==> src/rtl/wcdma_pkg.sv <==
package wcdma_pkg;

   typedef enum logic [1:0] {
      ST_IDLE  = 2'd0,
      ST_RD    = 2'd1,
      ST_RWAIT = 2'd2,
      ST_WR    = 2'd3
   } eng_state_t;

   localparam int REG_AW = 5;

   localparam logic [REG_AW-1:0] A_SRC  = 5'h00;
   localparam logic [REG_AW-1:0] A_DST  = 5'h04;
   localparam logic [REG_AW-1:0] A_LEN  = 5'h08;
   localparam logic [REG_AW-1:0] A_STAT = 5'h0C;
   localparam logic [REG_AW-1:0] A_ACK  = 5'h0D;
   localparam logic [REG_AW-1:0] A_CFG  = 5'h0E;
   localparam logic [REG_AW-1:0] A_CMD  = 5'h10;
   localparam logic [REG_AW-1:0] A_RES  = 5'h14;

   localparam logic [31:0] ID_WORD  = 32'h16C3_11DB;
   localparam logic [31:0] ALL_ONES = 32'hFFFF_FFFF;

   localparam int SWAP_BIT     = 7;
   localparam int CMD_ID_BIT   = 29;
   localparam int CMD_STAT_BIT = 31;

   function automatic logic [31:0] bswap32(input logic [31:0] w);
      return {w[7:0], w[15:8], w[23:16], w[31:24]};
   endfunction

endpackage

==> src/rtl/wcdma_deadline.sv <==
module wcdma_deadline
   import wcdma_pkg::*;
#(
   parameter int CNT_W = 32,
   parameter int DLY_W = 16
) (
   input  logic             clk,
   input  logic             rst_n,
   input  logic             vblank,
   input  logic [DLY_W-1:0] delay,
   output logic             passed
);

   generate
      if (DLY_W < 1 || DLY_W > CNT_W) begin : g_bad_dly
         $error("wcdma_deadline: DLY_W must be in 1..CNT_W");
      end
   endgenerate

   logic [CNT_W-1:0] cnt_q;
   logic [CNT_W-1:0] due_q;

   always_ff @(posedge clk) begin
      if (!rst_n) begin
         cnt_q <= '0;
         due_q <= '0;
      end else begin
         cnt_q <= cnt_q + CNT_W'(1);
         if (vblank) due_q <= cnt_q + CNT_W'(delay);
      end
   end

   assign passed = (cnt_q >= due_q);

   // a delay of two or more cycles cannot have expired one cycle after the pulse
   assert_rearm_R10: assert property (@(posedge clk) disable iff (!rst_n)
      vblank && (delay > DLY_W'(1)) |=> !passed);

endmodule

==> src/rtl/wcdma_engine.sv <==
module wcdma_engine
   import wcdma_pkg::*;
#(
   parameter int AW      = 32,
   parameter int LW      = 32,
   parameter bit SWAP_EN = 1'b1
) (
   input  logic          clk,
   input  logic          rst_n,
   input  logic          ld_src,
   input  logic          ld_dst,
   input  logic          ld_len,
   input  logic [31:0]   wdata,
   input  logic          cfg_swap,
   output logic          m_req_valid,
   output logic          m_req_write,
   output logic [AW-1:0] m_req_addr,
   output logic [31:0]   m_req_wdata,
   input  logic          m_req_ready,
   input  logic          m_rsp_valid,
   input  logic [31:0]   m_rsp_rdata,
   output logic          busy,
   output logic          done
);

   localparam logic [AW-1:0] STEP = AW'(4);
   localparam logic [LW-1:0] ONE  = LW'(1);

   generate
      if (AW < 3 || AW > 32) begin : g_bad_aw
         $error("wcdma_engine: AW must be in 3..32");
      end
      if (LW < 1 || LW > 32) begin : g_bad_lw
         $error("wcdma_engine: LW must be in 1..32");
      end
   endgenerate

   eng_state_t    st_q;
   logic [AW-1:0] src_q, dst_q;
   logic [LW-1:0] len_q;
   logic [31:0]   word_q;
   logic [31:0]   rd_word;

   generate
      if (SWAP_EN) begin : g_swap
         assign rd_word = cfg_swap ? bswap32(m_rsp_rdata) : m_rsp_rdata;
      end else begin : g_noswap
         assign rd_word = m_rsp_rdata;
      end
   endgenerate

   logic idle, wr_acc, last_acc, zero_start;
   assign idle       = (st_q == ST_IDLE);
   assign wr_acc     = (st_q == ST_WR) && m_req_ready;
   assign last_acc   = wr_acc && (len_q == ONE);
   assign zero_start = idle && ld_len && (wdata[LW-1:0] == '0);

   always_ff @(posedge clk) begin
      if (!rst_n) begin
         st_q   <= ST_IDLE;
         src_q  <= '0;
         dst_q  <= '0;
         len_q  <= '0;
         word_q <= '0;
      end else begin
         unique case (st_q)
            ST_IDLE: begin
               if (ld_src) src_q <= wdata[AW-1:0];
               if (ld_dst) dst_q <= wdata[AW-1:0];
               if (ld_len) begin
                  len_q <= wdata[LW-1:0];
                  if (wdata[LW-1:0] != '0) st_q <= ST_RD;
               end
            end
            ST_RD: begin
               if (m_req_ready) st_q <= ST_RWAIT;
            end
            ST_RWAIT: begin
               if (m_rsp_valid) begin
                  word_q <= rd_word;
                  st_q   <= ST_WR;
               end
            end
            ST_WR: begin
               if (m_req_ready) begin
                  src_q <= src_q + STEP;
                  dst_q <= dst_q + STEP;
                  len_q <= len_q - ONE;
                  st_q  <= (len_q == ONE) ? ST_IDLE : ST_RD;
               end
            end
            default: st_q <= ST_IDLE;
         endcase
      end
   end

   assign m_req_valid = (st_q == ST_RD) || (st_q == ST_WR);
   assign m_req_write = (st_q == ST_WR);
   assign m_req_addr  = m_req_write ? dst_q : src_q;
   assign m_req_wdata = word_q;
   assign busy        = !idle;
   assign done        = zero_start || last_acc;

   assert_hold_req_R13: assert property (@(posedge clk) disable iff (!rst_n)
      m_req_valid && !m_req_ready |=>
         m_req_valid && $stable(m_req_addr) && $stable(m_req_write) && $stable(m_req_wdata));

   assert_zero_quiet_R7: assert property (@(posedge clk) disable iff (!rst_n)
      !busy && ld_len && (wdata[LW-1:0] == '0) |=> !m_req_valid && !busy);

   assert_locked_src_R6: assert property (@(posedge clk) disable iff (!rst_n)
      busy && ld_src && !(m_req_valid && m_req_write && m_req_ready) |=> $stable(src_q));

   assert_locked_len_R6: assert property (@(posedge clk) disable iff (!rst_n)
      busy && ld_len && !(m_req_valid && m_req_write && m_req_ready) |=> $stable(len_q));

endmodule

==> src/rtl/wcdma_regfile.sv <==
module wcdma_regfile
   import wcdma_pkg::*;
(
   input  logic              clk,
   input  logic              rst_n,
   input  logic              reg_wr,
   input  logic [REG_AW-1:0] reg_addr,
   input  logic [7:0]        wbyte,
   input  logic              cmd_id,
   input  logic              cmd_stat,
   output logic [31:0]       reg_rdata,
   input  logic              busy,
   input  logic              done,
   input  logic              deadline_passed,
   output logic              ld_src,
   output logic              ld_dst,
   output logic              ld_len,
   output logic              cfg_swap,
   output logic              irq
);

   logic [7:0]  cfg_q;
   logic        pend_q;
   logic [31:0] res_q;
   logic        ack_hit, cmd_wr, res_wr;

   assign ld_src  = reg_wr && (reg_addr == A_SRC);
   assign ld_dst  = reg_wr && (reg_addr == A_DST);
   assign ld_len  = reg_wr && (reg_addr == A_LEN);
   assign ack_hit = reg_wr && (reg_addr == A_ACK) && wbyte[0];
   assign cmd_wr  = reg_wr && (reg_addr == A_CMD);
   assign res_wr  = reg_wr && (reg_addr == A_RES);

   always_ff @(posedge clk) begin
      if (!rst_n) begin
         cfg_q  <= '0;
         pend_q <= 1'b0;
         res_q  <= '0;
      end else begin
         if (reg_wr && (reg_addr == A_CFG)) cfg_q <= wbyte;
         // a completion in the same cycle as an acknowledge is kept
         if (done)         pend_q <= 1'b1;
         else if (ack_hit) pend_q <= 1'b0;
         if (res_wr) res_q <= ALL_ONES;
         else if (cmd_wr) begin
            if (cmd_id)        res_q <= ID_WORD;
            else if (cmd_stat) res_q <= deadline_passed ? 32'h0 : ALL_ONES;
         end
      end
   end

   always_comb begin
      unique case (reg_addr)
         A_STAT:  reg_rdata = {24'h0, busy, 6'h0, pend_q};
         A_CFG:   reg_rdata = {24'h0, cfg_q};
         A_RES:   reg_rdata = res_q;
         default: reg_rdata = 32'h0;
      endcase
   end

   assign cfg_swap = cfg_q[SWAP_BIT];
   assign irq      = pend_q;

   assert_done_sets_R4: assert property (@(posedge clk) disable iff (!rst_n)
      done |=> irq);

   assert_ack_clears_R5: assert property (@(posedge clk) disable iff (!rst_n)
      ack_hit && !done |=> !irq);

   assert_collide_R12: assert property (@(posedge clk) disable iff (!rst_n)
      ack_hit && done |=> irq);

   assert_id_cmd_R8: assert property (@(posedge clk) disable iff (!rst_n)
      cmd_wr && cmd_id |=> reg_addr != A_RES || reg_rdata == ID_WORD);

   assert_res_wr_R11: assert property (@(posedge clk) disable iff (!rst_n)
      res_wr |=> res_q == ALL_ONES);

endmodule

==> src/rtl/wcdma_top.sv <==
module wcdma_top
   import wcdma_pkg::*;
#(
   parameter int ADDR_W  = 32,
   parameter int LEN_W   = 32,
   parameter int CNT_W   = 32,
   parameter int DLY_W   = 16,
   parameter bit SWAP_EN = 1'b1
) (
   input  logic              clk,
   input  logic              rst_n,
   input  logic              reg_wr,
   input  logic [REG_AW-1:0] reg_addr,
   input  logic [31:0]       reg_wdata,
   output logic [31:0]       reg_rdata,
   input  logic              vblank,
   input  logic [DLY_W-1:0]  status_delay,
   output logic              m_req_valid,
   output logic              m_req_write,
   output logic [ADDR_W-1:0] m_req_addr,
   output logic [31:0]       m_req_wdata,
   input  logic              m_req_ready,
   input  logic              m_rsp_valid,
   input  logic [31:0]       m_rsp_rdata,
   output logic              irq
);

   logic ld_src, ld_dst, ld_len, cfg_swap, busy, done, passed;

   wcdma_regfile u_regs (
      .clk             (clk),
      .rst_n           (rst_n),
      .reg_wr          (reg_wr),
      .reg_addr        (reg_addr),
      .wbyte           (reg_wdata[7:0]),
      .cmd_id          (reg_wdata[CMD_ID_BIT]),
      .cmd_stat        (reg_wdata[CMD_STAT_BIT]),
      .reg_rdata       (reg_rdata),
      .busy            (busy),
      .done            (done),
      .deadline_passed (passed),
      .ld_src          (ld_src),
      .ld_dst          (ld_dst),
      .ld_len          (ld_len),
      .cfg_swap        (cfg_swap),
      .irq             (irq)
   );

   wcdma_engine #(
      .AW      (ADDR_W),
      .LW      (LEN_W),
      .SWAP_EN (SWAP_EN)
   ) u_engine (
      .clk         (clk),
      .rst_n       (rst_n),
      .ld_src      (ld_src),
      .ld_dst      (ld_dst),
      .ld_len      (ld_len),
      .wdata       (reg_wdata),
      .cfg_swap    (cfg_swap),
      .m_req_valid (m_req_valid),
      .m_req_write (m_req_write),
      .m_req_addr  (m_req_addr),
      .m_req_wdata (m_req_wdata),
      .m_req_ready (m_req_ready),
      .m_rsp_valid (m_rsp_valid),
      .m_rsp_rdata (m_rsp_rdata),
      .busy        (busy),
      .done        (done)
   );

   wcdma_deadline #(
      .CNT_W (CNT_W),
      .DLY_W (DLY_W)
   ) u_deadline (
      .clk    (clk),
      .rst_n  (rst_n),
      .vblank (vblank),
      .delay  (status_delay),
      .passed (passed)
   );

   assert_finish_irq_R4: assert property (@(posedge clk) disable iff (!rst_n)
      $fell(busy) |-> irq);

endmodule

==> config.mk <==
export PLATFORM = sky130hd
export DESIGN_NAME = wcdma_top
export DESIGN_NICKNAME = d
export VERILOG_FILES = /design/src/rtl/wcdma_pkg.sv /design/src/rtl/wcdma_deadline.sv /design/src/rtl/wcdma_engine.sv /design/src/rtl/wcdma_regfile.sv /design/src/rtl/wcdma_top.sv
export SDC_FILE = /design/constraint.sdc
export NUM_CORES = 1
export LEC_CHECK = 0
export BUFFER_PORTS_ARGS = -buffer_cell sky130_fd_sc_hd__buf_2
export CAP_MARGIN = 20
export CORE_MARGIN = 4
export CORE_UTILIZATION = 46
export CTS_BUF_LIST = sky130_fd_sc_hd__clkbuf_8 sky130_fd_sc_hd__clkbuf_16
export CTS_CLUSTER_DIAMETER = 50
export DETAILED_ROUTE_END_ITERATION = 6
export HOLD_SLACK_MARGIN = 0.05
export PLACE_DENSITY_LB_ADDON = 0.05
export SLEW_MARGIN = 10
export SYNTH_ARGS = -nofsm -noshare
export SYNTH_HDL_FRONTEND = slang
export SYNTH_HIERARCHICAL = 1
export SYNTH_SLANG_ARGS = --single-unit
==> constraint.sdc <==
create_clock -name clk -period 8.1 [get_ports clk]
set_input_delay 1.62 -clock clk [delete_from_list [all_inputs] [get_ports clk]]
set_output_delay 1.62 -clock clk [all_outputs]
set_load 0.01 [all_outputs]
# Word level (Yosys, flattened, before mapping)
# Cells that the tools add are included.
[totals] out_inout_bits=99 in_bits=91 ff_bits=235
[classes] addsub=5 eq_ne=18 mux=26 n_reduce_logical=29 magnitude_cmp=1
[op_table] operator="32-bit two-way mux" n=13
[op_table] operator="32-bit one-hot mux with 2 select lines" n=3
[op_table] operator="32-bit one-hot mux with 3 select lines" n=1
[op_table] operator="32-bit by 3-bit adder with 32-bit output (second input constant)" n=2
[op_table] operator="32-bit by 1-bit adder with 32-bit output (second input constant)" n=1
[op_table] operator="32-bit by 16-bit adder with 32-bit output" n=1
[op_table] operator="32-bit by 1-bit equality test with 1-bit output (second input constant)" n=1
[op_table] operator="32-bit greater-or-equal comparator" n=1
[op_table] operator="32-bit logical NOT" n=1
[op_table] operator="32-bit nonzero test" n=1
[op_table] operator="32-bit by 1-bit subtractor with 32-bit output (second input constant)" n=1
[op_table] operator="5-bit by 4-bit equality test with 1-bit output (second input constant)" n=4
[op_table] operator="1-bit logical AND" n=12
[op_table] operator="2-bit inequality test (second input constant)" n=6
[op_table] operator="5-bit equality test (second input constant)" n=2
[op_table] operator="2-bit two-way mux" n=5
[op_table] operator="3-bit AND reduction" n=3
[op_table] operator="2-bit one-hot mux with 4 select lines" n=1
[op_table] operator="2-bit nonzero test" n=3
[op_table] operator="5-bit by 3-bit equality test with 1-bit output (second input constant)" n=1
[op_table] operator="5-bit logical NOT" n=1
[op_table] operator="5-bit AND reduction" n=1
[op_table] operator="2-bit equality test (second input constant)" n=2
[op_table] operator="2-bit AND reduction" n=2
[op_table] operator="7 further kinds" n=10

# Depth between registers and ports, before layout
# Gate-level depths: netlist (run 1).
[logic_depth] word_depth=6 mapped_depth=10 mapped_depth_nobuf=10

# Hierarchy
# The synthesis (run 1) kept the hierarchy.
[modules_own_cells] mod="wcdma_engine" instances=1 cells_each=1033 area_per_inst_um2=7987.7
[modules_own_cells] mod="wcdma_deadline" instances=1 cells_each=525 area_per_inst_um2=4440.5
[modules_own_cells] mod="wcdma_regfile" instances=1 cells_each=96 area_per_inst_um2=813.3

# Worst setup path before layout (run 1)
# No wires, ideal clock.
[synth_timing] path_kind="input -> output" from="in reg_addr[3]" to="out reg_rdata[10]" arrival_ns=3.912 path_stages=3 path_slack_ns=2.568 cell_sequence="or2_2 nor4b_1 buf_4"
[synth_via] elab_chain_cells=2
[synth_lines] element="start: declaration" line_no="wcdma_top.sv:13" rtl="input logic [REG_AW-1:0] reg_addr,"
[synth_lines] element="5-bit equality test / 5-bit by 4-bit equality test with 1-bit output (equally long branches)" line_no="wcdma_regfile.sv:53" rtl="unique case (reg_addr)"
[synth_lines] element="32-bit one-hot mux with 3 select lines *" line_no="wcdma_regfile.sv:53"
[synth_lines] element="end: declaration" line_no="wcdma_top.sv:15" rtl="output logic [31:0] reg_rdata,"
# Mark *: on every way between the ends. The rest lies on a longest branch, timed or not.

# Worst setup path after layout (run 1)
[layout_timing] from="in reg_addr[3]" to="out reg_rdata[0]"
# Same word-level chain as after synthesis.

==> results of run 1 <==
-- logic make-up after synthesis --
| group | after synthesis | share of synthesized area (%) |
|---|---|---|
| XOR/XNOR | 42 | 2.78 |
| buffers and inverters | 179 | 5.88 |
| adder cells (fa/ha/maj) | 58 | 5.54 |
| AND/OR/NAND/NOR | 613 | 24.0 |
| AO/OA/AOI/OAI | 465 | 23.5 |
| multiplexers | 92 | 7.28 |
| flip-flops | 205 | 31.0 |
-- flip-flops by register name, indices dropped and copies added, names as in the netlist --
| signal | cells |
|---|---|
| u_deadline/cnt_q | 32 |
| u_engine/len_q | 32 |
| u_regs/res_q | 2 |
| u_regs/irq | 1 |
| u_engine/st_q | 2 |
| u_regs/cfg_q | 8 |
| u_engine/dst_q | 32 |
| u_deadline/due_q | 32 |
| u_engine/m_req_wdata | 32 |
| u_engine/src_q | 32 |
-- final cells by class --
type                            count  area [sq um]  share of cell area, %
Multi-Input combinational cell   1270          8400                   54.3
Sequential cell                   205          4110                   26.5
Timing Repair Buffer              208          1090                   7.05
Clock buffer                       42           995                   6.43
Tap cell                          378           473                   3.06
Inverter                           57           214                   1.38
Clock inverter                     19           198                   1.28
-- cell usage after synthesis (5+ instances only) --
cell | count | area (sq um)
a211oi_1 | 48 | 360
a21boi_0 | 7 | 52.6
a21o_1 | 25 | 188
a21oi_1 | 100 | 500
a22oi_1 | 9 | 67.6
a311oi_1 | 11 | 96.3
a31oi_1 | 20 | 125
a32o_1 | 5 | 50.1
and2_1 | 34 | 213
and3_1 | 18 | 113
and4_1 | 17 | 149
buf_1 | 21 | 78.8
buf_4 | 23 | 173
clkbuf_1 | 72 | 270
dfxtp_1 | 205 | 4100
ha_1 | 57 | 713
inv_1 | 56 | 210
mux2_2 | 34 | 383
mux2i_1 | 58 | 581
nand2_1 | 163 | 612
nand2b_1 | 5 | 31.3
nand3_1 | 53 | 265
nand4_1 | 41 | 257
nor2_1 | 125 | 469
nor2b_1 | 20 | 125
nor3_1 | 38 | 190
nor3b_1 | 5 | 37.5
nor4_1 | 29 | 181
nor4b_1 | 5 | 43.8
o211a_1 | 6 | 60.1
o211ai_1 | 14 | 105
o21a_1 | 11 | 82.6
o21ai_0 | 101 | 505
o21bai_1 | 5 | 37.5
o221a_2 | 5 | 56.3
o22ai_1 | 16 | 100
o2bb2ai_1 | 6 | 52.6
o31a_1 | 9 | 78.8
o31ai_1 | 14 | 105
or3_1 | 21 | 131
or4_1 | 9 | 67.6
xnor2_1 | 25 | 219
xor2_1 | 17 | 149
-- metal layers --
metal | part of all wire (%) | track usage (%)
met1 | 46 | 36.6
met2 | 43 | 38.9
met3 | 8.3 | 4.73
met4 | 2.5 | 7.35
met5 | 0 | 0
-- per-stage QoR --
| step | power, mW | worst slack, ns |
|---|---|---|
| floorplan | 2.14 | 2.57 |
| global placement | 2.51 | 3.30 |
| detailed placement | 2.53 | 3.20 |
| CTS | 4.05 | 3.19 |
| global route | 4.26 | 3.04 |
| finish | 4.05 | 3.24 |
-- placed cells by master, fill, tap and decap left out, types with 18 or more instances in the layout --
| cell | instances |
|---|---|
| a211oi_1 | 48 |
| a21o_1 | 25 |
| a21oi_1 | 99 |
| a31oi_1 | 20 |
| and2_1 | 33 |
| and3_1 | 18 |
| buf_2 | 188 |
| buf_4 | 19 |
| clkbuf_16 | 37 |
| dfxtp_1 | 204 |
| ha_1 | 56 |
| inv_1 | 56 |
| mux2_2 | 34 |
| mux2i_1 | 58 |
| nand2_1 | 163 |
| nand3_1 | 53 |
| nand4_1 | 41 |
| nor2_1 | 125 |
| nor2b_1 | 20 |
| nor3_1 | 38 |
| nor4_1 | 28 |
| o21ai_0 | 101 |
| or3_1 | 21 |
| xnor2_1 | 25 |
-- power by group through the flow --
| stage | sequential (mW) | combinational (mW) | clock, mW |
|---|---|---|---|
| finish | 1.35 | 1.20 | 1.50 |
| global route | 1.37 | 1.31 | 1.58 |
| CTS | 1.34 | 1.17 | 1.53 |
| detailed placement | 1.36 | 1.17 | 0 |
| global placement | 1.36 | 1.15 | 0 |
| floorplan | 1.30 | 0.836 | 0 |
-- how the worst max path moves through the flow --
stage,from,endpoint,slack (ns)
finish,reg_addr[3],reg_rdata[0],3.24
global route,reg_addr[3],reg_rdata[0],3.04
CTS,reg_addr[3],reg_rdata[21],3.19
detailed placement,reg_addr[3],reg_rdata[21],3.20
global placement,reg_addr[3],reg_rdata[0],3.30
floorplan,reg_addr[3],reg_rdata[10],2.57
-- tightest hold or removal path: stages (launching register included) --
cell and delay (ns):
dfxtp_1 0.30, nand2_1 0.05, a21oi_1 0.05
==> metrics.log, run 1 <==
[metrics] Crit. path cell count: 5
[metrics] hold_buf cts: 0
[metrics] placement-stage cell area: about 14000 sq um
[metrics] max cap viols: 0
[metrics] H-Tree Depth: 2
[metrics] fin area: around 15000 sq um
[metrics] Slowest-stage cell, CP: nor4b_2
[metrics] accumulated negative setup slack: 0 ns
[metrics] number of gates resized after cts: 0
[metrics] largest fanout on the critical path: 15
[metrics] number of sinks driven by the clock tree: just over 200
[metrics] area of the mapped netlist: between 10000 and 15000 sq um
[metrics] IO buf count: 189
[metrics] main flop type after synthesis: dfxtp_1
[metrics] clock root buffer master: clkbuf_16
[metrics] antenna violations before repair: 1
[metrics] post-synthesis net count: around 1800
[metrics] TritonRoute pass-1 iters: 6
[metrics] Min-Delay Endpoint: u_engine/dst_q[0]$_SDFFE_PN0P_
[metrics] critical path's most frequent cell: buf_2
[metrics] Post-layout nets: just under 2000
[metrics] Setup crit end kind: primary output
[metrics] period utilisation layout: between 50 and 60%
[metrics] Final Core Density: 55.1%
[metrics] Worst Min Path Start: u_engine/dst_q[0]$_SDFFE_PN0P_
[metrics] final count of negative-setup-slack endpoints: 0
[metrics] IR drop worst, VDD: a little under 0.2 mV
[metrics] routability congestion estimate from global placement: around 0.90
[metrics] worst path required time: around 6.5 ns
[metrics] final critical path time including I/O delays and setup: roughly 5 ns
[metrics] maximum count of clock buffers along a single path: 3
[metrics] crit-path cells: buf_2 -> or2_2 -> nor4b_2 -> o21bai_1 -> buf_2
[metrics] source of the worst register-to-register timing path: u_engine/st_q[1]$_SDFFE_PN0P_
[metrics] total DRC errors in the routed layout: 0
[metrics] Final Non-Filler Cells: around 2200
[metrics] largest net degree at the start of global routing: 76
[metrics] vias in the first global route: ~12000
[metrics] cell count of the worst reg-to-reg path: 7
[metrics] setup repair after global routing missed its margin: no
[metrics] number of enable-type register cells in the synthesized netlist: 0
[metrics] CP top delay family: simple AND/OR/NAND/NOR gates
[metrics] clock edge transition at the registers on the reported setup and hold paths: ~0.050 ns
[metrics] clock latency on the worst-skew pair: around 0.52 ns
[metrics] core region area: 28100 sq um
[metrics] total of warnings raised by yosys: 6
[metrics] Final Hold Slack: ~0.46 ns
[metrics] Combinational Power Share: between 20% and 30%
[metrics] signal arrival time at the worst endpoint: ~3.2 ns
[metrics] upper clock frequency limit: 206 MHz
[metrics] Hold WC Path Type: flop to flop
[metrics] internal power consumption: about 2.6 mW
[metrics] CTS tree: built
[metrics] sw frac: 36.6%
[metrics] filler instances: between 2000 and 3000
[metrics] Async S/R FF share, synth: 0%
[metrics] post-synthesis instance total: approximately 1700
[metrics] critical path's largest stage delay: 0.83 ns
[metrics] worst setup skew after layout: approximately 0.029 ns
[metrics] Total Routed Length: between 40 and 50 mm
[metrics] Remaining Overflow, GRT: 0
[metrics] fraction of power consumed by sequential logic: approximately a third
[metrics] Tightest Pin Transition: ~1.1 ns
[metrics] # diodes: 0
[metrics] Routed WL per cell: around 19 um
[metrics] starting density of the core: between 40% and 50%
[metrics] row count: 61
[metrics] Pwr Density: 262 nW/um^2
[metrics] CP bufs+invs: 2
[metrics] CTS Buf Count: 34
[metrics] Syn Area/Cell: 8.01 sq um
[metrics] number of distinct library cell variants in the gate-level netlist after synthesis: 86
[metrics] switching power total: 1.48 mW
[metrics] fraction of the yosys area taken by sequential cells: a little under a third
[metrics] register-to-register path setup slack: approximately 4.3 ns
[metrics] Vert. Die Dim: ~180 um
[metrics] total via count in the routed design: around 13000
[metrics] reg-to-reg endpoint: u_engine/src_q[28]$_SDFFE_PN0P_
[metrics] leakage power figure: a little over 6 nW
[metrics] final HPWL from detailed placement: roughly 29 mm
[metrics] number of nets with antenna violations after detailed routing: 0
[metrics] Final Hold Vio Count: 0
[metrics] Total GRT Usage: 25.5%
[metrics] Clock Power Share: between 30% and 40%
[metrics] count of state elements after synthesis: 205
[metrics] element type at the critical path start: input port
[metrics] Cell Count Post-Placement: 2117
[metrics] global-route wire length before repair: roughly 66 mm
[metrics] normalized max-slew margin: ~29%
[metrics] worst hold path cell count: 2
[metrics] area added between synthesis and finish: 16.9%
[metrics] # Post-CTS Setup Buffers: 0
[metrics] detailed-route vias per instance: a little over 6
[metrics] fraction of final layout cells with drive strength greater than 1: about a fifth
[metrics] total count of max-transition violations in the final report: 0
[metrics] number of top-level pins: 190
[metrics] die area: 31600 sq um
[metrics] critical path class: input port to primary output
[metrics] number of DRC markers in iteration 0: roughly 1200
[metrics] run status: finished, final reports clean
[metrics] Die Span X: roughly 180 um
Power figures use the tool's default switching activity.
==> inputs of run 2 (changes only) <==
==> constraint.sdc (replaced) <==
create_clock -name clk -period 4.9 [get_ports clk]
set_input_delay 0.98 -clock clk [delete_from_list [all_inputs] [get_ports clk]]
set_output_delay 0.98 -clock clk [all_outputs]
set_load 0.01 [all_outputs]
==> run 2 against run 1 <==
  * Clock-buffer cell count is 1 higher
  * First-iteration DRC count shrank 12%
  * Via count down 1.3%
  * Flip-flop and latch count unchanged
  * Cell count rose by 0.18%
  * Wire length is 1.8% lower
  * Setup slack worse by 1.9 ns
  * Final area about the same
  * Global-route usage decreased by 0.36 points
  * Register-to-register slack got worse by 2.2 ns
  * Sequential power up 65%
  * Critical path type unchanged
  * Critical endpoint unchanged
  * Largest power group unchanged
==> metrics.log, run 2 (synthesis results as in run 1) <==
[metrics] run status: finished, final reports clean (unchanged)
[metrics] leading cell type in the layout, fill and taps excluded: dfxtp_1 (unchanged)
[metrics] crit-path cells: buf_2 -> or2_2 -> nor4b_2 -> o21bai_1 -> buf_2 (unchanged)
[metrics] hold_buf cts: 0 (unchanged)
[metrics] source of the worst register-to-register timing path: u_deadline/cnt_q[0]$_SDFF_PN0_ (was u_engine/st_q[1]$_SDFFE_PN0P_)
[metrics] fraction of final layout cells with drive strength greater than 1: 19.1% (was 19.0%)
[metrics] sw frac: 36.9% (was 36.6%)
[metrics] register-to-register path setup slack: 2.11 ns (was 4.27 ns)
[metrics] largest net degree at the start of global routing: 100 (was 76)
[metrics] Min-Delay Endpoint: u_engine/dst_q[1]$_SDFFE_PN0P_ (was u_engine/dst_q[0]$_SDFFE_PN0P_)
[metrics] Vert. Die Dim: 178 um (unchanged)
[metrics] Setup crit end kind: primary output (unchanged)
[metrics] starting density of the core: 47.1% (unchanged)
[metrics] setup repair after global routing missed its margin: no (unchanged)
[metrics] Post-layout nets: 1929 (was 1925)
[metrics] number of nets with antenna violations after detailed routing: 0 (unchanged)
[metrics] normalized max-slew margin: 32.3% (was 28.8%)
[metrics] Die Span X: 178 um (unchanged)
[metrics] final critical path time including I/O delays and setup: roughly 3.6 ns
[metrics] total DRC errors in the routed layout: 0 (unchanged)
[metrics] largest fanout on the critical path: 15 (unchanged)
[metrics] total count of max-transition violations in the final report: 0 (unchanged)
[metrics] reg-to-reg endpoint: u_deadline/due_q[16]$_SDFFE_PN0P_ (was u_engine/src_q[28]$_SDFFE_PN0P_)
[metrics] number of gates resized after cts: 0 (unchanged)
[metrics] final count of negative-setup-slack endpoints: 0 (unchanged)
[metrics] cell count of the worst reg-to-reg path: 8 (was 7)
[metrics] critical path's most frequent cell: buf_2 (unchanged)
[metrics] vias in the first global route: 12322 (was 12246)
[metrics] Combinational Power Share: 29.6% (was 29.5%)
[metrics] commonest cells after routing, fill and taps aside: dfxtp_1 (204), buf_2 (188), nand2_1 (163) (unchanged)
[metrics] Total Routed Length: 40.8 mm (was 41.6 mm)
[metrics] CP top delay family: simple AND/OR/NAND/NOR gates (unchanged)
[metrics] Hold WC Path Type: flop to flop (unchanged)
[metrics] critical path class: input port to primary output (unchanged)
[metrics] IR drop worst, VDD: 0.251 mV (was 0.198 mV)
[metrics] CTS tree: built (unchanged)
[metrics] CP bufs+invs: 2 (unchanged)
[metrics] clock root buffer master: clkbuf_16 (unchanged)
[metrics] upper clock frequency limit: ~280 MHz
[metrics] total via count in the routed design: 13019 (was 13193)
[metrics] worst hold path cell count: 2 (unchanged)
[metrics] clock edge transition at the registers on the reported setup and hold paths: 0.05 ns (about the same)
[metrics] number of sinks driven by the clock tree: 205 (unchanged)
[metrics] signal arrival time at the worst endpoint: 2.61 ns (was 3.24 ns)
[metrics] final HPWL from detailed placement: 28.7 mm (was 28.9 mm)
[metrics] Routed WL per cell: 18.7 um (was 19.1 um)
[metrics] period utilisation layout: 73.3%
[metrics] TritonRoute pass-1 iters: 5 (was 6)
[metrics] antenna violations before repair: 0 (was 1)
[metrics] Tightest Pin Transition: 1.01 ns (was 1.07 ns)
[metrics] worst path required time: 3.92 ns (was 6.48 ns)
[metrics] # diodes: 0 (unchanged)
[metrics] global-route wire length before repair: 64.9 mm (was 65.9 mm)
[metrics] Crit. path cell count: 5 (unchanged)
[metrics] filler instances: 2743 (was 2797)
[metrics] routability congestion estimate from global placement: 0.893 (was 0.896)
[metrics] row count: 61 (unchanged)
[metrics] fraction of power consumed by sequential logic: 33.7% (was 33.3%)
[metrics] Remaining Overflow, GRT: 0 (unchanged)
[metrics] Total GRT Usage: 25.1% (was 25.5%)
[metrics] Final Hold Vio Count: 0 (unchanged)
[metrics] # Post-CTS Setup Buffers: 0 (unchanged)
[metrics] max cap viols: 0 (unchanged)
[metrics] H-Tree Depth: 2 (unchanged)
[metrics] accumulated negative setup slack: 0 ns (unchanged)
[metrics] die area: 31600 sq um (unchanged)
[metrics] Slowest-stage cell, CP: nor4b_2 (unchanged)
[metrics] Clock Power Share: 36.7% (was 37.2%)
[metrics] leakage power figure: 6.21 nW (was 6.20 nW)
[metrics] maximum count of clock buffers along a single path: 3 (unchanged)
[metrics] switching power total: 2.44 mW (was 1.48 mW)
[metrics] Cell Count Post-Placement: 2121 (was 2117)
[metrics] number of DRC markers in iteration 0: 1076 (was 1225)
[metrics] number of top-level pins: 190 (unchanged)
[metrics] detailed-route vias per instance: 5.96 (was 6.05)
[metrics] critical path's largest stage delay: 0.84 ns (was 0.83 ns)
[metrics] Final Core Density: 55.1% (about the same)
[metrics] area added between synthesis and finish: 16.9% (about the same)
[metrics] clock latency on the worst-skew pair: 0.50 ns (was 0.52 ns)
[metrics] element type at the critical path start: input port (unchanged)
[metrics] Worst Min Path Start: u_engine/dst_q[1]$_SDFFE_PN0P_ (was u_engine/dst_q[0]$_SDFFE_PN0P_)
[metrics] internal power consumption: 4.17 mW (was 2.57 mW)
[metrics] Final Non-Filler Cells: 2183 (was 2179)
[metrics] CTS Buf Count: 35 (was 34)
[metrics] worst setup skew after layout: 0.0132 ns (was 0.0294 ns)
[metrics] Pwr Density: 427 nW/um^2 (was 262 nW/um^2)
[metrics] core region area: 28100 sq um (unchanged)
[metrics] IO buf count: 189 (unchanged)
-- run 2: changes by cell type in the layout (fill, tap and decap cells not counted), sizes merged --
cell	change
buf	+4
bufinv	-2
clkinvlp	-1
inv	+3
-- run 2: worst max-delay path by stage --
stage,start,endpoint,slack (ns)
6_report,reg_addr[3],reg_rdata[0],1.31
5_1_grt,reg_addr[3],reg_rdata[0],1.11
4_1_cts,reg_addr[3],reg_rdata[0],1.31
3_5_place_dp,reg_addr[3],reg_rdata[0],1.32
3_3_place_gp,reg_addr[3],reg_rdata[0],1.39
2_1_floorplan,reg_addr[3],reg_rdata[10],0.65
-- run 2: cell type report --
class | instances | area (sq um) | area share, %
repair buffers | 211 | 1130 | 7.27
flip-flops and latches | 205 | 4110 | 26.5
inverters | 57 | 214 | 1.38
multi-input cells | 1270 | 8390 | 54.2
well taps | 378 | 473 | 3.05
clock inverters | 19 | 165 | 1.07
clock buffers | 43 | 1010 | 6.51
-- run 2: worst register-to-register path, cell delays in order (launching register included) --
cell and delay, ns:
dfxtp_1 0.35, ha_1 0.24, fa_1 0.41, a21o_1 0.23, a221oi_2 0.41, o2bb2ai_1 0.28
o21ai_1 0.36, nor4b_1 0.09, a311o_1 0.32
-- run 2: metrics by stage --
stage / power, mW / area (sq um) / setup WS (ns) / hold WS [ns]
floorplan: 3.53 / 13200 / 0.648 / 0.433
global placement: 4.16 / 14300 / 1.39 / 0.443
detailed placement: 4.18 / 14300 / 1.32 / 0.450
CTS: 6.64 / 15500 / 1.31 / 0.457
global route: 7.01 / 15500 / 1.11 / 0.478
finish: 6.62 / 15500 / 1.31 / 0.454
-- run 2: layer usage --
layer  track usage (%)  share of wire [%]  routed length [um]  vias to the layer above
met1              35.6                 47               19000                     6087
met5                 0                  0                   0                        -
met2              39.2                 44               18000                      474
li1                  -                  -                   -                     6398
met3              4.69                7.4                3010                       60
met4              6.70                2.0                 809                        0
-- run 2: power groups by stage --
stage	registers [mW]	logic (mW)	clock network (mW)
2_1_floorplan	2.15	1.38	0
3_3_place_gp	2.25	1.91	0
3_5_place_dp	2.25	1.93	0
4_1_cts	2.22	1.94	2.48
5_1_grt	2.27	2.18	2.57
6_report	2.23	1.96	2.43
==> inputs of run 3 (changes only) <==
--- a/config.mk
+++ b/config.mk
@@ -5,6 +5,7 @@
 export SDC_FILE = /design/constraint.sdc
 export NUM_CORES = 1
 export LEC_CHECK = 0
+export ABC_AREA = 1
 export BUFFER_PORTS_ARGS = -buffer_cell sky130_fd_sc_hd__buf_2
 export CAP_MARGIN = 20
 export CORE_MARGIN = 4
==> constraint.sdc (replaced) <==
create_clock -name clk -period 3.4 [get_ports clk]
set_input_delay 0.68 -clock clk [delete_from_list [all_inputs] [get_ports clk]]
set_output_delay 0.68 -clock clk [all_outputs]
set_load 0.01 [all_outputs]
==> run 3 against run 2 <==
  * Largest power group is now combinational cells
  * Non-clock buffer count decreased by 7
  * Global-route usage increased by 2.7 points
  * Critical endpoint is now m_req_addr[31]
  * Clock power up 60%
  * Utilization is 0.81 points lower
  * First-iteration DRC count is 39% higher
  * Flip-flop and latch count did not move
  * Combinational power increased by 140%
  * Critical path depth stayed put
  * Wire length grew 19%
  * Area after synthesis increased by 7.5%
==> metrics.log, run 3 <==
[metrics] run status: finished, final reports clean (unchanged)
[metrics] Pwr Density: 751 nW/um^2 (was 427 nW/um^2)
[metrics] worst path setup slack after routing: 0.330 ns (was 1.31 ns)
[metrics] number of DRC markers in iteration 0: 1493 (was 1076)
[metrics] period utilisation layout: about 90%
[metrics] ranking of synthesized cells by area: dfxtp_1 (29%), nand2_1 (15%), inv_1 (8.5%) (was dfxtp_1 (31%), ha_1 (5.4%), nand2_1 (4.6%))
[metrics] setup repair after global routing missed its margin: no (unchanged)
[metrics] fraction of final layout cells with drive strength greater than 1: 12.6% (was 19.1%)
[metrics] largest fanout on the critical path: 39 (was 15)
[metrics] area added between synthesis and finish: 16.7% (was 16.9%)
[metrics] worst slack at placement: 0.550 ns (was 1.32 ns)
[metrics] post-synthesis net count: 2478 (was 1803)
[metrics] CTS tree: built (unchanged)
[metrics] critical path class: flop to primary output (was input port to primary output)
[metrics] row count: 64 (was 61)
[metrics] Synth top cells by count: nand2_1 (566), inv_1 (322), nor2_1 (298) (was dfxtp_1 (205), nand2_1 (163), nor2_1 (125))
[metrics] global-route wire length before repair: 76.7 mm (was 64.9 mm)
[metrics] area share of the largest cell type after synthesis: 28.8% (was 31.0%)
[metrics] met1 wire length: 22.8 mm (was 19.0 mm)
[metrics] placement-stage cell area: 15300 sq um (was 14300 sq um)
[metrics] CTS Buf Count: 35 (unchanged)
[metrics] number of top-level pins: 190 (unchanged)
[metrics] Syn Area/Cell: 6.11 sq um (was 8.01 sq um)
[metrics] TritonRoute pass-1 iters: 5 (unchanged)
[metrics] Setup crit end kind: primary output (unchanged)
[metrics] accumulated negative setup slack: 0 ns (unchanged)
[metrics] # Post-CTS Setup Buffers: 0 (unchanged)
[metrics] largest net degree at the start of global routing: 102 (was 100)
[metrics] Remaining Overflow, GRT: 0 (unchanged)
[metrics] area of the mapped netlist: 14200 sq um (was 13200 sq um)
[metrics] leading cell type by number of instances after synthesis: nand2_1 (was dfxtp_1)
[metrics] number of distinct library cell variants in the gate-level netlist after synthesis: 50 (was 86)
[metrics] routability congestion estimate from global placement: 0.940 (was 0.893)
[metrics] total DRC errors in the routed layout: 0 (unchanged)
[metrics] upper clock frequency limit: between 300 and 400 MHz
[metrics] hold_buf cts: 0 (unchanged)
[metrics] leakage power figure: 8.09 nW (was 6.21 nW)
[metrics] worst setup skew after layout: 0.0134 ns (was 0.0132 ns)
[metrics] total length of routed met2 wires: 20.6 mm (was 18.0 mm)
[metrics] Die Span X: 184 um (was 178 um)
[metrics] detailed-route vias per instance: 5.37 (was 5.96)
[metrics] total chip power: 12.5 mW (was 6.62 mW)
[metrics] normalized max-slew margin: 33.3% (was 32.3%)
[metrics] Hold WC Path Type: flop to flop (unchanged)
[metrics] most area-hungry cell type in the Yosys netlist: dfxtp_1 (unchanged)
[metrics] max cap viols: 0 (unchanged)
[metrics] number of sinks driven by the clock tree: 205 (unchanged)
[metrics] die area: 33800 sq um (was 31600 sq um)
[metrics] IO buf count: 189 (unchanged)
[metrics] main flop type after synthesis: dfxtp_1 (unchanged)
[metrics] total via count in the routed design: 15539 (was 13019)
[metrics] final count of negative-setup-slack endpoints: 0 (unchanged)
[metrics] IR drop worst, VDD: 0.472 mV (was 0.251 mV)
[metrics] H-Tree Depth: 2 (unchanged)
[metrics] wire length on met3: 3.85 mm (was 3.01 mm)
[metrics] signal arrival time at the worst endpoint: 2.39 ns (was 2.61 ns)
[metrics] clock edge transition at the registers on the reported setup and hold paths: 0.06 ns (was 0.05 ns)
[metrics] maximum count of clock buffers along a single path: 3 (unchanged)
[metrics] filler instances: 3173 (was 2743)
[metrics] number of nets with antenna violations after detailed routing: 0 (unchanged)
[metrics] commonest cells after routing, fill and taps aside: nand2_1 (566), inv_1 (327), nor2_1 (298) (was dfxtp_1 (204), buf_2 (188), nand2_1 (163))
[metrics] Async S/R FF share, synth: 0% (unchanged)
[metrics] antenna violations before repair: 1 (was 0)
[metrics] Total Routed Length: 48.5 mm (was 40.8 mm)
[metrics] total count of max-transition violations in the final report: 0 (unchanged)
[metrics] final critical path time including I/O delays and setup: about 3.1 ns
[metrics] element type at the critical path start: flop (was input port)
[metrics] vias in the first global route: 14234 (was 12322)
[metrics] final HPWL from detailed placement: 36.5 mm (was 28.7 mm)
[metrics] Final Hold Vio Count: 0 (unchanged)
[metrics] Vert. Die Dim: 184 um (was 178 um)
[metrics] total of warnings raised by yosys: 6 (unchanged)
[metrics] number of enable-type register cells in the synthesized netlist: 0 (unchanged)
[metrics] uppermost layer routed: met4 (unchanged)
[metrics] fraction of the yosys area taken by sequential cells: 28.8% (was 31.0%)
[metrics] number of gates resized after cts: 0 (unchanged)
[metrics] count of state elements after synthesis: 205 (unchanged)
[metrics] worst path required time: 2.72 ns (was 3.92 ns)
[metrics] fin area: 16600 sq um (was 15500 sq um)
[metrics] clock root buffer master: clkbuf_16 (unchanged)
[metrics] post-synthesis instance total: 2329 (was 1654)
[metrics] leading cell type in the layout, fill and taps excluded: nand2_1 (was dfxtp_1)
[metrics] clock latency on the worst-skew pair: 0.50 ns (about the same)
[metrics] Post-layout nets: 2619 (was 1929)
[metrics] core region area: 30600 sq um (was 28100 sq um)
[metrics] Tightest Pin Transition: 1.00 ns (was 1.01 ns)
[metrics] starting density of the core: 46.6% (was 47.1%)
[metrics] Total GRT Usage: 27.8% (was 25.1%)
[metrics] Routed WL per cell: 16.8 um (was 18.7 um)
-- run 3: changes by cell type after synthesis, moves of 43 or more --
cell,change
nand2_1,+403
inv_1,+266
nor2_1,+173
nand3_1,+111
o21ai_0,+72
mux2i_1,-58
a211oi_1,-48
a21oi_1,+43
-- run 3: layer usage --
layer	global-route usage [%]	vias to the layer above
li1	-	7830
met4	7.87	0
met2	41.4	546
met5	0	-
met3	5.68	85
met1	40.8	7078
-- run 3: final timing paths --
check	start	end	slack, ns	depth (start not counted)
worst max-delay path	u_engine/st_q[0]$_SDFFE_PN0P_	m_req_addr[31]	0.33	5
worst min-delay path	u_engine/dst_q[0]$_SDFFE_PN0P_	u_engine/dst_q[0]$_SDFFE_PN0P_	0.45	2
worst max register to register	u_deadline/cnt_q[30]$_SDFF_PN0_	u_regs/res_q[28]$_SDFFE_PN0P_	0.92	12
worst min register to register	u_engine/dst_q[0]$_SDFFE_PN0P_	u_engine/dst_q[0]$_SDFFE_PN0P_	0.45	2
-- run 3: cells by family after synthesis --
kind of cell             count (synthesis)  share of synthesized area [%]
adder cells (fa/ha/maj)                 58                           5.15
buffers and inverters                  435                           12.3
AND/OR/NAND/NOR                       1163                           34.8
AO/OA/AOI/OAI                          437                           17.0
XOR/XNOR                                31                           1.91
flip-flops                             205                           28.8
-- run 3: critical path, stage by stage (launching register included) --
cell and delay, ns:
dfxtp_1 0.45, ha_4 0.38, inv_2 0.36, or2_2 0.42, o21a_1 0.13, buf_2 0.14
-- run 3: power by group --
part / internal (mW) / total, mW / switching (mW)
logic: 1.54 / 4.70 / 3.16
registers: 3.09 / 3.88 / 0.792
clock network: 2.61 / 3.90 / 1.29
-- run 3: through the flow --
stage | instances | utilization (%) | hold WS [ns]
floorplan | 2329 | - | 0.425
global placement | 2829 | 50.1 | 0.437
detailed placement | 2829 | 50.1 | 0.455
CTS | 2892 | 54.3 | 0.461
global route | 2893 | 54.3 | 0.491
finish | 2893 | 54.3 | 0.453
-- run 3: final cells by class --
cell class / instances / area (sq um) / share of cell area [%]
tap: 396 / 495 / 2.98
sequential: 205 / 4100 / 24.7
clock buffer: 42 / 995 / 5.99
inverter: 335 / 1260 / 7.57
timing repair buffer: 204 / 1070 / 6.46
antenna: 1 / 2.50 / 0.0151
clock inverter: 21 / 290 / 1.75
multi-input combinational: 1689 / 8400 / 50.5
